$ cat src/rtl/dcr_pkg.sv
package dcr_pkg;
  localparam int DCR_NCH = 2;
  typedef enum logic [0:0] {
    DCR_LEFT  = 1'b0,
    DCR_RIGHT = 1'b1
  } dcr_chan_e;
endpackage

$ cat src/rtl/dcr_offset_acc.sv
module dcr_offset_acc #(
  parameter int W = 24,
  parameter int S = 13
) (
  input  logic                clk,
  input  logic                rst_n,
  input  logic                strobe,
  input  logic                freeze,
  input  logic signed [W-1:0] x,
  output logic signed [W-1:0] off
);
  localparam int AW = W + S + 1;

  logic signed [AW-1:0] acc;
  logic                 track_en;

  // acc holds the offset scaled by 2^S; one leak step toward the sample
  function automatic logic signed [AW-1:0] leak_step(
    input logic signed [AW-1:0] a,
    input logic signed [W-1:0]  s
  );
    logic signed [AW-1:0] xs;
    logic signed [AW-1:0] fb;
    xs = AW'(s);
    fb = a >>> S;
    return a + xs - fb;
  endfunction

  assign track_en = strobe & ~freeze;

  always_ff @(posedge clk) begin
    if (!rst_n)        acc <= '0;
    else if (track_en) acc <= leak_step(acc, x);
  end

  assign off = W'(acc >>> S);

  assert_freeze_hold_R5: assert property (@(posedge clk) disable iff (!rst_n)
    (strobe && freeze) |=> $stable(acc));
  assert_idle_hold_R6: assert property (@(posedge clk) disable iff (!rst_n)
    !strobe |=> $stable(acc));
  assert_track_moves_R4: assert property (@(posedge clk) disable iff (!rst_n)
    (strobe && !freeze && (x != off)) |=> !$stable(acc));
endmodule

$ cat src/rtl/dcr_sub_sat.sv
module dcr_sub_sat #(
  parameter int W = 24
) (
  input  logic                clk,
  input  logic                rst_n,
  input  logic                strobe,
  input  logic signed [W-1:0] x,
  input  logic signed [W-1:0] off,
  output logic signed [W-1:0] y
);
  localparam logic signed [W-1:0] POS_RAIL = {1'b0, {(W-1){1'b1}}};
  localparam logic signed [W-1:0] NEG_RAIL = {1'b1, {(W-1){1'b0}}};

  function automatic logic signed [W-1:0] clamp_diff(
    input logic signed [W-1:0] a,
    input logic signed [W-1:0] b
  );
    logic signed [W:0] d;
    d = (W+1)'(a) - (W+1)'(b);
    if (d[W] != d[W-1]) return d[W] ? NEG_RAIL : POS_RAIL;
    return d[W-1:0];
  endfunction

  always_ff @(posedge clk) begin
    if (!rst_n)      y <= '0;
    else if (strobe) y <= clamp_diff(x, off);
  end

  assert_no_wrap_pos_R3: assert property (@(posedge clk) disable iff (!rst_n)
    (strobe && !x[W-1] && off[W-1]) |=> !y[W-1]);
  assert_no_wrap_neg_R3: assert property (@(posedge clk) disable iff (!rst_n)
    (strobe && x[W-1] && !off[W-1]) |=> y[W-1]);
  assert_out_hold_R6: assert property (@(posedge clk) disable iff (!rst_n)
    !strobe |=> $stable(y));
  assert_reset_clear_R1: assert property (@(posedge clk)
    !rst_n |=> (y == '0));
endmodule

$ cat src/rtl/dcr_channel.sv
module dcr_channel #(
  parameter int W = 24,
  parameter int S = 13
) (
  input  logic                clk,
  input  logic                rst_n,
  input  logic                strobe,
  input  logic                freeze,
  input  logic signed [W-1:0] x,
  output logic signed [W-1:0] y
);
  logic signed [W-1:0] off_est;

  dcr_offset_acc #(.W(W), .S(S)) u_acc (
    .clk(clk), .rst_n(rst_n), .strobe(strobe), .freeze(freeze),
    .x(x), .off(off_est)
  );

  dcr_sub_sat #(.W(W)) u_sub (
    .clk(clk), .rst_n(rst_n), .strobe(strobe),
    .x(x), .off(off_est), .y(y)
  );
endmodule

$ cat src/rtl/dc_trim_hpf.sv
module dc_trim_hpf
  import dcr_pkg::*;
#(
  parameter int W     = 24,
  parameter int SHIFT = 13
) (
  input  logic                clk,
  input  logic                rst_n,
  input  logic                smp_stb,
  input  logic                hold_cal,
  input  logic signed [W-1:0] in_l,
  input  logic signed [W-1:0] in_r,
  output logic signed [W-1:0] out_l,
  output logic signed [W-1:0] out_r
);
  logic signed [W-1:0] ch_in  [DCR_NCH];
  logic signed [W-1:0] ch_out [DCR_NCH];

  assign ch_in[DCR_LEFT]  = in_l;
  assign ch_in[DCR_RIGHT] = in_r;

  for (genvar c = 0; c < DCR_NCH; c++) begin : g_ch
    dcr_channel #(.W(W), .S(SHIFT)) u_ch (
      .clk(clk), .rst_n(rst_n), .strobe(smp_stb), .freeze(hold_cal),
      .x(ch_in[c]), .y(ch_out[c])
    );
  end

  assign out_l = ch_out[DCR_LEFT];
  assign out_r = ch_out[DCR_RIGHT];
endmodule

$ cat config.mk
export PLATFORM = sky130hd
export DESIGN_NAME = dc_trim_hpf
export DESIGN_NICKNAME = d
export VERILOG_FILES = /design/src/rtl/dcr_pkg.sv /design/src/rtl/dcr_offset_acc.sv /design/src/rtl/dcr_sub_sat.sv /design/src/rtl/dcr_channel.sv /design/src/rtl/dc_trim_hpf.sv
export SDC_FILE = /design/constraint.sdc
export NUM_CORES = 1
export LEC_CHECK = 0
export BUFFER_PORTS_ARGS = -buffer_cell sky130_fd_sc_hd__buf_2
export CORE_ASPECT_RATIO = 0.5
export CORE_MARGIN = 5
export CORE_UTILIZATION = 36
export CTS_CLUSTER_DIAMETER = 200
export CTS_CLUSTER_SIZE = 12
export DETAILED_ROUTE_END_ITERATION = 10
export GPL_TIMING_DRIVEN = 1
export SLEW_MARGIN = 20
export SYNTH_ARGS = -nofsm -noshare
export SYNTH_HDL_FRONTEND = slang
export SYNTH_SLANG_ARGS = --single-unit
$ cat constraint.sdc
create_clock -name clk -period 4.47 [get_ports clk]
set_input_delay 0.2235 -clock clk [delete_from_list [all_inputs] [get_ports clk]]
set_output_delay 0.2235 -clock clk [all_outputs]
set_load 0.02 [all_outputs]
Yosys cells after proc, flatten, opt, wreduce, memory -nomap -nowiden
Cells that the tools add are included.
{"block": "word_totals", "in_bits": 52, "reg_bits": 124, "out_inout_bits": 48, "elab_cells": 26}
{"block": "op_classes", "add_sub_neg": 6, "mux": 12, "n_eq_ne": 2, "n_bitwise": 2}
{"operator": "24-bit two-way mux", "n": 6}
{"operator": "38-bit by 24-bit adder with 38-bit output", "n": 2}
{"operator": "38-bit by 25-bit subtractor with 38-bit output", "n": 2}
{"operator": "24-bit by 24-bit subtractor with 25-bit output", "n": 2}
{"operator": "1-bit two-way mux", "n": 6}
{"operator": "1-bit inequality test", "n": 2}
{"operator": "1-bit bitwise AND", "n": 1}
{"operator": "1-bit NOT", "n": 1}

Logic depth before layout (Yosys ltp)
Gate-level depths: netlist of the first run.
{"block": "depth", "word_depth": 6, "mapped_depth": 16, "depth_no_buf": 16}

Hierarchy
From an unflattened synthesis of the first run, not the netlist that was laid out.
{"block": "unflattened", "cells_unflattened": 1913, "hier_area_um2": 14427.6}
{"module": "dcr_offset_acc (g_ch[1].u_ch.u_acc)", "area_each_um2": 4934.7, "seq_area_each_um2": 760.7, "cells_per_inst": 659, "instances": 1}
{"module": "dcr_offset_acc (g_ch[0].u_ch.u_acc)", "area_each_um2": 4878.4, "seq_area_each_um2": 760.7, "cells_per_inst": 650, "instances": 1}
{"module": "dcr_sub_sat", "area_each_um2": 2307.2, "seq_area_each_um2": 480.5, "cells_per_inst": 302, "instances": 2}

Worst setup path after synthesis of the first run
OpenSTA, ideal clock, no wires.
{"block": "synth_timing", "path_kind": "reg2reg", "start": "register g_ch[1].u_ch.u_acc.acc[14]", "end": "register g_ch[1].u_ch.u_acc.acc[35]", "stages_incl_launch_ff": 15, "setup_ns": 0.074, "path_buffers": 0, "t_arrival_ns": 3.255, "required_ns": 4.396, "slack_ns": 1.141, "synth_period_minus_slack_ns": 3.329, "path_cell_list": "dfxtp_1 -> inv_1 -> fa_1 -> inv_1 -> ha_1 -> a2111oi_2 -> o21ai_1 -> o21a_1 -> a21o_1 -> a21o_1 -> o2111a_1 -> o41ai_4 -> o21ai_1 -> a21o_1 -> a31oi_1"}
{"block": "synth_via", "elab_chain_cells": 2}
{"element": "from (decl)", "line": "dcr_offset_acc.sv:14", "rtl": "logic signed [AW-1:0] acc;"}
{"element": "from (signal assigned)", "line": "dcr_offset_acc.sv:33", "rtl": "else if (track_en) acc <= leak_step(acc, x);"}
{"element": "38-bit by 24-bit adder with 38-bit output", "line": "dcr_offset_acc.sv:26", "rtl": "return a + xs - fb;"}
{"element": "38-bit by 25-bit subtractor with 38-bit output (*)", "line": "dcr_offset_acc.sv:26"}
Mark *: on every way between the ends. The rest lies on a longest branch, timed or not.
A chain may end at the register's enable or synchronous reset.

Worst setup path after layout of the first run
Ends and elaborated chain as after synthesis.

==> qor.yml, run 1 <==
num_rows: 50
antenna_found_initial: 1
setup_viol: 0
slew_viol_final: 0
ff2ff_setup_slack_ns: 0.77
synthDistinctLibCells: 84
final_cell_mix: "inv_1 (293), nand2_1 (146), a21oi_1 (141)"
synth_edf_count: 0
finalSetupTns_ns: 0
outcome: "finished, final reports clean"
synth.yosys.seq_area_share_pct: 18.5
drt-total-wl_mm: 37.2
drc_errors: 0
die_w_um: 283
synth_area_leaders: "dfxtp_1 (18%), ha_1 (12%), fa_1 (11%), inv_1 (8.2%), a21oi_1 (5.3%)"
intPower_mw: 6.40
port_buffers: 99
yosys_warnings: 0
power_leakage_nw: 7.04
first_global_vias: 11700
tightest_slew_ns: 0.877
p_clk_share_pct: 10.9
htree_num_levels: 4
ctsHoldBuffers: 0
io-pin-count: 100
num_vias: 11800
switching_share_pct: 51.3
grt_overflow: 0
hold_class: "in2reg"
final_common_cell: "inv_1"
seqPwrFrac_pct: 13.6
initial_core_util_pct: 36.2
period_share_pct: 82.7
grtUsageTotal_pct: 18.0
period_minus_slack_ns: 3.70
final.setup_skew_ns: 0.0159
placed_area_um2: 14400
cts_max_path_buffers: 2
start_kind: "flop"
synth_top_area_cell: "dfxtp_1"
insertion_delay_ns: 0.45
die_area_um2: 41500
synth.top_cell.area_share_pct: 18.5
area_growth_pct: 11.4
fin_area_um2: 15000
max_freq_ghz: 0.270
drtAntennaViolNets: 0
avgSynthCellArea_um2: 7.80
vias_per_cell: 5.13
post_cts_buffers: 0
max-cap-violations: 0
post_cts_resize_count: 0
drtIter0Drc: 594
async_flop_share_pct: 0
synth_seq_cells: 124
wl_per_cell_um: 16.2
worstSetupPathType: "reg2reg"
hpwl_mm: 29.9
grt_max_degree: 74
cp_max_fo: 7
drive_gt1_share_pct: 11.3
rsz0062_at_grt: "no"
hold_viol: 0
synth_fp_nets: 1976
syn_area_um2: 13400
gp_congestion: 0.891
cp-end-kind: "flop"
clkTransAtPathRegs_ns: 0.06
final_nets: 2042
worst_ep_required_time_ns: 4.84
die_height_um: 147
combinationalPowerShare_pct: 75.6
synthCells: 1722
clock-sinks: 124
core_um2: 37100
cts-root-buf: "clkbuf_16"
synth_flop_cell: "dfxtp_1"
drt_pass1_iterations: 7
max-slew-margin-rel_pct: 41.5
grt_pass1_wl_mm: 61.1
p_per_area_nw_per_um2: 879
numCtsBuffers: 17
p_switching_mw: 6.75
cts_tree: "yes"
vdd.ir_drop.worst_mv: 0.330
crit_arrival_ns: 4.07
## synth_stat cells (all sizes together), types with 14 or more instances
library cell	number
maj3	21
ha	126
dfxtp	124
a21oi	152
nor2	78
xor2	44
nand3	38
o21a	23
nor3	18
fa	76
a211oi	31
or3	14
inv	293
a31oi	20
xnor2	44
clkbuf	53
o21ai	117
and3	22
nand2b	25
and2	26
a21o	71
nand2	146
## routing by layer
| metal | vias to the layer above | share of wire [%] | global-route usage [%] |
|---|---|---|---|
| li1 | 5970 | - | - |
| met1 | 5584 | 46 | 22.7 |
| met2 | 187 | 49 | 32.4 |
| met3 | 48 | 3.0 | 2.65 |
| met4 | 0 | 1.9 | 4.96 |
| met5 | - | 0 | 0 |
## worst max-delay path: stages (launching register included)
cell and delay (ns):
dfxtp_1 0.41, inv_1 0.13, fa_1 0.52, inv_1 0.04, ha_1 0.39, a2111oi_2 0.33, o21ai_1 0.11, o21a_1 0.15
a21o_1 0.18, a21o_1 0.18, o2111a_1 0.31, o41ai_4 0.40, o21ai_1 0.16, a21o_1 0.17, a31oi_1 0.14
## flip-flops by register name, indices dropped and copies added, names as in the netlist
| name | cells |
|---|---|
| g_ch.u_ch.u_acc.acc | 76 |
| g_ch.u_ch.u_sub.y | 48 |
## worst paths after layout
path / startpoint / endpoint / cells past startpoint
hold reg to reg: g_ch[1].u_ch.u_acc.acc[0] / g_ch[1].u_ch.u_acc.acc[0] / 2
setup / recovery: g_ch[1].u_ch.u_acc.acc[14] / g_ch[1].u_ch.u_acc.acc[35] / 14
setup reg to reg: g_ch[1].u_ch.u_acc.acc[14] / g_ch[1].u_ch.u_acc.acc[35] / 14
hold / removal: smp_stb / g_ch[1].u_ch.u_sub.y[1] / 2
## cells by family (layout without fill, tap and decap cells)
logic type | after synthesis | after routing | share of synthesized area (%)
multiplexers | 5 | 5 | 0.401
adder cells (fa/ha/maj) | 223 | 223 | 24.7
XOR/XNOR | 88 | 88 | 5.74
AO/OA/AOI/OAI | 504 | 504 | 25.1
other | 0 | 1 | 0
AND/OR/NAND/NOR | 422 | 422 | 15.4
flip-flops | 124 | 124 | 18.5
buffers and inverters | 356 | 435 | 10.2
## stage by stage
step / cells / util, % / power (mW) / setup WS [ns] / hold slack [ns]
floorplan: 1722 / - / 9.47 / 1.14 / 0.432
global placement: 2263 / 38.7 / 11.6 / 0.790 / 0.440
detailed placement: 2263 / 38.7 / 11.7 / 0.715 / 0.448
CTS: 2295 / 40.3 / 13.2 / 0.766 / 0.0215
global route: 2296 / 40.3 / 14.5 / 0.455 / 0.0371
finish: 2296 / 40.3 / 13.1 / 0.773 / 0.0405
## power groups by stage
| stage | Clock, mW | Combinational (mW) | Sequential (mW) |
|---|---|---|---|
| 2_1_floorplan | 0 | 7.58 | 1.88 |
| 5_1_grt | 1.52 | 11.2 | 1.83 |
| 6_report | 1.43 | 9.94 | 1.78 |
| 3_3_place_gp | 0 | 9.80 | 1.80 |
| 3_5_place_dp | 0 | 9.85 | 1.81 |
| 4_1_cts | 1.46 | 9.92 | 1.78 |
## final cells by class
type | instances | area (µm²)
Fill cell | 3859 | 22100
Multi-Input combinational cell | 1242 | 9590
Sequential cell | 124 | 2480
Inverter | 293 | 1100
Tap cell | 494 | 618
Timing Repair Buffer | 110 | 578
Clock buffer | 19 | 453
Clock inverter | 13 | 130
Antenna cell | 1 | 2.50
(Power assumes the default switching activity.)
==> run 2, diff against run 1 <==
Clock period 4.47 ns to 3.2 ns, I/O delays scaled along.
==> run 2 against run 1 <==
  * The flow now finishes with violations (negative setup slack)
  * Worst hold slack better by 0.062 ns
  * Setup slack worse by 0.85 ns
  * First-iteration DRC count is 18% higher
  * Non-clock buffer count is 237 higher
  * Global-route usage is 1.7 points higher
  * Clock power is 40% higher
  * Combinational power is 95% higher
  * Die area stayed put
  * Critical path type unchanged
  * Largest power group unchanged
==> qor.yml, run 2 (synthesis results as in run 1) <==
max-cap-violations: 0  # unchanged
setup_viol: 7  # +7
hp-start: "smp_stb"
core_um2: 37100  # unchanged
cts_tree: "yes"
htree_num_levels: 4  # unchanged
die_area_um2: 41500  # unchanged
grtUsageTotal_pct: 19.8  # +1.7 points
gp_congestion: 0.909  # +2.0%
worstSetupPathType: "reg2reg"
worst_ep_required_time_ns: 3.54  # -1.30 ns
ff2ff_setup_slack_ns: -0.08  # -0.85 ns
hold_end: "g_ch[0].u_ch.u_sub.y[23]"
period_share_pct: 102  # +20 points
nFillCells: 3573  # -7.4%
hold_depth: 4  # +2
drtIter0Drc: 701  # +18%
cp_max_fo: 5  # -2
cp_common_cell: "o21a_1"
grt_pass1_wl_mm: 66.1  # +8.3%
reg2regPathDepth: 14  # unchanged
path_cells: "buf_4 -> fa_1 -> buf_6 -> fa_2 -> nor2b_2 -> o21a_1 -> o21a_1 -> o21ai_4 -> a31oi_4 -> a221oi_4 -> o21ai_2 -> a21oi_2 -> nor3_1 -> o311a_1"
grt_max_degree: 109  # +47%
slew_viol_final: 0  # unchanged
post-place-ws_ns: -0.362  # -1.08 ns
initial_core_util_pct: 36.2  # unchanged
r2r-end: "g_ch[1].u_ch.u_acc.acc[24]"
num_vias: 13000  # +10%
cts_max_path_buffers: 2  # unchanged
start_kind: "flop"
clock-sinks: 124  # unchanged
wl_per_cell_um: 16.8  # +4.0%
vdd.ir_drop.worst_mv: 0.606  # +84%
crit_slowest_cell: "fa_1"
ctsHoldBuffers: 0  # unchanged
hold_class: "in2reg"
largest_reg_flops: 76  # unchanged
hold_viol: 0  # unchanged
max_freq_ghz: 0.305  # +13%
final.setup_skew_ns: 0.0116  # -0.00431 ns
die_height_um: 147  # unchanged
drt_pass1_iterations: 5  # -2
grt_overflow: 0  # unchanged
final_nets: 2282  # +12%
r2r_start: "g_ch[1].u_ch.u_acc.acc[14]"
antennaDiodeCount: 0  # -1
io-pin-count: 100  # unchanged
area_growth_pct: 33.7
power_leakage_nw: 8.35  # +19%
final_common_cell: "inv_1"
antenna_found_initial: 0  # -1
rsz0062_at_grt: "yes"
tightest_slew_ns: 1.11  # +0.231 ns
port_buffers: 99  # unchanged
vias_per_cell: 5.12  # -0.24%
hpwl_mm: 32.4  # +8.5%
drtAntennaViolNets: 0  # unchanged
violations: "negative setup slack"
critPathMaxStageDelay_ns: 0.52  # about the same
holdWs_ns: 0.102  # +0.0617 ns
crit_arrival_ns: 3.62  # -0.45 ns
p_per_area_nw_per_um2: 1330  # +51%
period_minus_slack_ns: 3.28  # -0.421 ns
fin_util_pct: 48.4  # +8.1 points
insertion_delay_ns: 0.46  # about the same
drc_errors: 0  # unchanged
cp-end-kind: "flop"
die_w_um: 283  # unchanged
top_register: "g_ch.u_ch.u_acc.acc"
fin_ws_ns: -0.0763  # -0.849 ns
max-slew-margin-rel_pct: 25.8  # -16 points
first_global_vias: 12700  # +8.4%
clkTransAtPathRegs_ns: 0.06  # about the same
cts-root-buf: "clkbuf_16"
reg.largest.list: "g_ch.u_ch.u_acc.acc (76), g_ch.u_ch.u_sub.y (48)"
drt-total-wl_mm: 42.7  # +15%
final_cell_mix: "inv_1 (271), buf_4 (234), nand2_1 (142)"
outcome: "finished with violations"
drive_gt1_share_pct: 31.1  # +20 points
num_rows: 50  # unchanged
numCtsBuffers: 17  # unchanged
run 2: layer usage:
layer  GRT usage, %  wire length [µm]  vias up
li1               -                 -     6458
met4           7.02              1250        0
met1           24.6             19000     6218
met3           3.01              1490       73
met5              0                 0        -
met2           35.0             20900      231
run 2: metrics by stage:
step           TNS (ns)  total power [mW]  std cells  area, µm²
2_1_floorplan   -0.0264              13.2       1722      13400
3_3_place_gp      -3.93              18.6       2458      15900
3_5_place_dp      -6.13              18.8       2458      15900
4_1_cts         -0.0648              21.9       2508      17000
5_1_grt           -2.59              25.9       2534      17900
6_report         -0.281              23.9       2534      17900
run 2: repair_timing:
action | 4_1_cts | 5_1_grt
endpoints found under the setup margin | 73 | 92
gates resized for setup | 78 | 185
cloned | 0 | 3
setup buffers | 19 | 25
pin swaps | 56 | 102
run 2: worst max path at each step:
stage	from	to	depth (start not counted)
floorplan	g_ch[1].u_ch.u_acc.acc[14]	g_ch[1].u_ch.u_acc.acc[35]	14
global placement	g_ch[1].u_ch.u_acc.acc[8]	g_ch[1].u_ch.u_acc.acc[35]	14
detailed placement	g_ch[1].u_ch.u_acc.acc[8]	g_ch[1].u_ch.u_acc.acc[35]	14
CTS	g_ch[0].u_ch.u_acc.acc[16]	g_ch[0].u_ch.u_acc.acc[31]	15
global route	g_ch[1].u_ch.u_acc.acc[14]	g_ch[1].u_ch.u_acc.acc[31]	15
finish	g_ch[1].u_ch.u_acc.acc[14]	g_ch[1].u_ch.u_acc.acc[24]	14
run 2: area by class of cell:
class / instances / area, µm² / share of cell area, %
clock buffers: 18 / 429 / 2.39
inverters: 293 / 1110 / 6.17
flip-flops and latches: 124 / 2540 / 14.1
multi-input cells: 1245 / 10600 / 59.3
clock inverters: 13 / 145 / 0.809
repair buffers: 347 / 2470 / 13.8
well taps: 494 / 618 / 3.44
run 2: critical path, delay by kind of cell, from the launching register on:
kind,cells,cell delay (ns)
compound gates,8,1.69
buf+inv,2,0.24
flops,1,0.36
fa+ha+maj,2,0.72
simple gates,2,0.13
run 2: report_power, final:
group	leakage (nW)	total, mW	internal, mW	switching [mW]
Combinational	7.04	19.4	9.16	10.2
Sequential	1.04	2.50	2.10	0.405
Clock	0.273	2.00	1.15	0.856
Total	8.35	23.9	12.4	11.5
==> run 3, diff against run 2 <==
Settings changed: SYNTH_HIERARCHICAL set to 1.
==> run 3 against run 2 <==
  * The run now ends clean
  * Register-to-register slack better by 0.11 ns
  * Sequential share of layout area up 0.38 points
  * Clock skew up 0.0012 ns
==> qor.yml, run 3 <==
outcome: "finished, final reports clean"
drt-total-wl_mm: 40.2  # -5.8%
synth_area_leaders: "dfxtp_1 (17%), ha_1 (11%), fa_1 (11%), inv_1 (9.2%), o21ai_0 (4.7%)"
wl_met2_mm: 19.2  # -8.1%
cp-end-kind: "flop"
die_area_um2: 44400  # +7.1%
synth_fp_nets: 2167  # +9.7%
syn_area_um2: 14400  # +7.5%
period_share_pct: 99.0  # -3.3 points
final.setup_skew_ns: 0.0128  # +0.00120 ns
cts_max_path_buffers: 2  # unchanged
synthDistinctLibCells: 84  # unchanged
period_minus_slack_ns: 3.17  # -0.107 ns
ys_top_cells_by_count: "inv_1 (355), nand2_1 (176), o21ai_0 (135)"
path_cells: "fa_1 -> inv_1 -> ha_4 -> nand2_2 -> nor4_4 -> o21ai_2 -> a311oi_2 -> o21a_2 -> o21ai_4 -> o211a_1 -> a311oi_2 -> xnor2_1 -> and2_1"
ctsHoldBuffers: 0  # unchanged
final_common_cell: "inv_1"
cp_max_fo: 5  # unchanged
top_layer: "met4"
vias_per_cell: 4.96  # -3.2%
num_rows: 51  # +2.0%
drtAntennaViolNets: 0  # unchanged
tightest_slew_ns: 0.698  # -0.409 ns
max_freq_ghz: 0.316  # +3.4%
dr_wl_met3_mm: 1.50  # +0.54%
top_register: "g_ch.u_ch/u_acc/acc"
synth_flop_cell: "dfxtp_1"
num_vias: 13000  # -0.077%
reg.largest.list: "g_ch.u_ch/u_acc/acc (76), g_ch.u_ch/u_sub/y (48)"
synth.top_cell.area_share_pct: 17.2  # -1.3 points
start_kind: "flop"
fin_util_pct: 44.2  # -4.2 points
synth_seq_cells: 124  # unchanged
async_flop_share_pct: 0  # unchanged
grt_overflow: 0  # unchanged
synth_edf_count: 0  # unchanged
numCtsBuffers: 17  # unchanged
crit_slowest_cell: "fa_1"
crit_arrival_ns: 3.50  # -0.12 ns
initial_core_util_pct: 36.8  # +0.58 points
grt_max_degree: 74  # -32%
hold_viol: 0  # unchanged
synth_top_area_cell: "dfxtp_1"
drive_gt1_share_pct: 22.6  # -8.5 points
critPathMaxStageDelay_ns: 0.51  # about the same
drtIter0Drc: 653  # -6.8%
slew_viol_final: 0  # unchanged
grt_pass1_wl_mm: 64.9  # -1.8%
setup_viol: 0  # -7
holdWs_ns: 0.0586  # -0.0436 ns
grtUsageTotal_pct: 18.1  # -1.7 points
avgSynthCellArea_um2: 7.54  # -3.3%
hold_class: "in2reg"
largest_reg_flops: 76  # unchanged
wl_per_cell_um: 15.4  # -8.8%
drt_pass1_iterations: 5  # unchanged
met1_length_mm: 18.9  # -0.43%
synth.yosys.seq_area_share_pct: 17.2  # -1.3 points
synthCells: 1913  # +11%
worstSetupPathType: "reg2reg"
cp_common_cell: "a311oi_2"
gp_congestion: 0.890  # -2.0%
max-cap-violations: 0  # unchanged
area_growth_pct: 20.2
worst_ep_required_time_ns: 3.54  # about the same
drc_errors: 0  # unchanged
hpwl_mm: 31.9  # -1.5%
clock-sinks: 124  # unchanged
antenna_found_initial: 2  # +2
port_buffers: 99  # unchanged
rsz0062_at_grt: "yes"
first_global_vias: 12400  # -1.9%
core_um2: 39200  # +5.8%
io-pin-count: 100  # unchanged
die_w_um: 293  # +3.5%
insertion_delay_ns: 0.45  # about the same
htree_num_levels: 4  # unchanged
cts-root-buf: "clkbuf_16"
final_cell_mix: "inv_1 (341), nand2_1 (175), buf_4 (147)"
die_height_um: 152  # +3.4%
cts_tree: "yes"
max-slew-margin-rel_pct: 53.5  # +28 points
final_nets: 2326  # +1.9%
yosysMostFrequentCell: "inv_1"
clkTransAtPathRegs_ns: 0.06  # about the same
yosys_warnings: 6  # +6
==> run 3: logic make-up after synthesis <==
logic type	share of synthesized area [%]
XOR/XNOR	5.40
flip-flops	17.2
buffers and inverters	13.8
adder cells (fa/ha/maj)	21.5
AO/OA/AOI/OAI	26.0
AND/OR/NAND/NOR	16.2
==> run 3: layer usage <==
metal,GRT usage (%),up-vias
met2,31.2,215
met4,4.14,0
met5,0,-
met1,24.2,6052
li1,-,6668
met3,2.56,35
==> run 3: cell type report <==
class / count / area [µm²]
clock buffer: 17 / 425
sequential: 124 / 2520
antenna: 2 / 5.00
clock inverter: 15 / 186
timing repair buffer: 253 / 1740
fill: 4001 / 21900
inverter: 356 / 1340
tap: 530 / 663
multi-input combinational: 1320 / 10500
==> run 3: path summary, 6_finish.rpt <==
check / cells after the start / slack [ns] / to / from
setup reg to reg: 13 / 0.03 / g_ch[1].u_ch/u_acc/acc[37] / g_ch[1].u_ch/u_acc/acc[19]
hold reg to reg: 2 / 0.46 / g_ch[0].u_ch/u_acc/acc[6] / g_ch[0].u_ch/u_acc/acc[6]
hold / removal: 3 / 0.06 / g_ch[0].u_ch/u_acc/acc[36] / rst_n
setup / recovery: 13 / 0.03 / g_ch[1].u_ch/u_acc/acc[37] / g_ch[1].u_ch/u_acc/acc[19]
==> run 3: timing repair <==
action,in CTS,in global routing
buffers inserted,2,7
setup endpoints to repair,12,40
cloned,0,0
pin swaps,22,41
resized for setup,29,99
==> run 3: worst max-delay path: cells and delay by family (launching register included) <==
| kind | cells | cell delay, ns |
|---|---|---|
| AOI/OAI and AO/OA | 6 | 1.26 |
| adders and majority gates | 2 | 0.80 |
| and+or+nand+nor | 3 | 0.49 |
| DFF | 1 | 0.37 |
| xor gates and xnor gates | 1 | 0.09 |
| buffers and inverters | 1 | 0.06 |
==> run 3: per-stage QoR <==
| stage | instances | setup TNS [ns] | area (µm²) | setup slack (ns) |
|---|---|---|---|---|
| final | 2617 | 0 | 17300 | 0.0306 |
| after global routing | 2617 | -0.312 | 17300 | -0.0854 |
| after CTS | 2608 | -0.0692 | 16800 | -0.0532 |
| after detailed placement | 2574 | -0.349 | 16100 | -0.0940 |
| after global placement | 2574 | -0.173 | 16100 | -0.0790 |
| after floorplan | 1913 | 0 | 14400 | 0.00299 |
Power of run 3 is left out: the tool's default activity adds up to more than one toggle a clock period on the data nets, which glitch-free logic cannot reach.
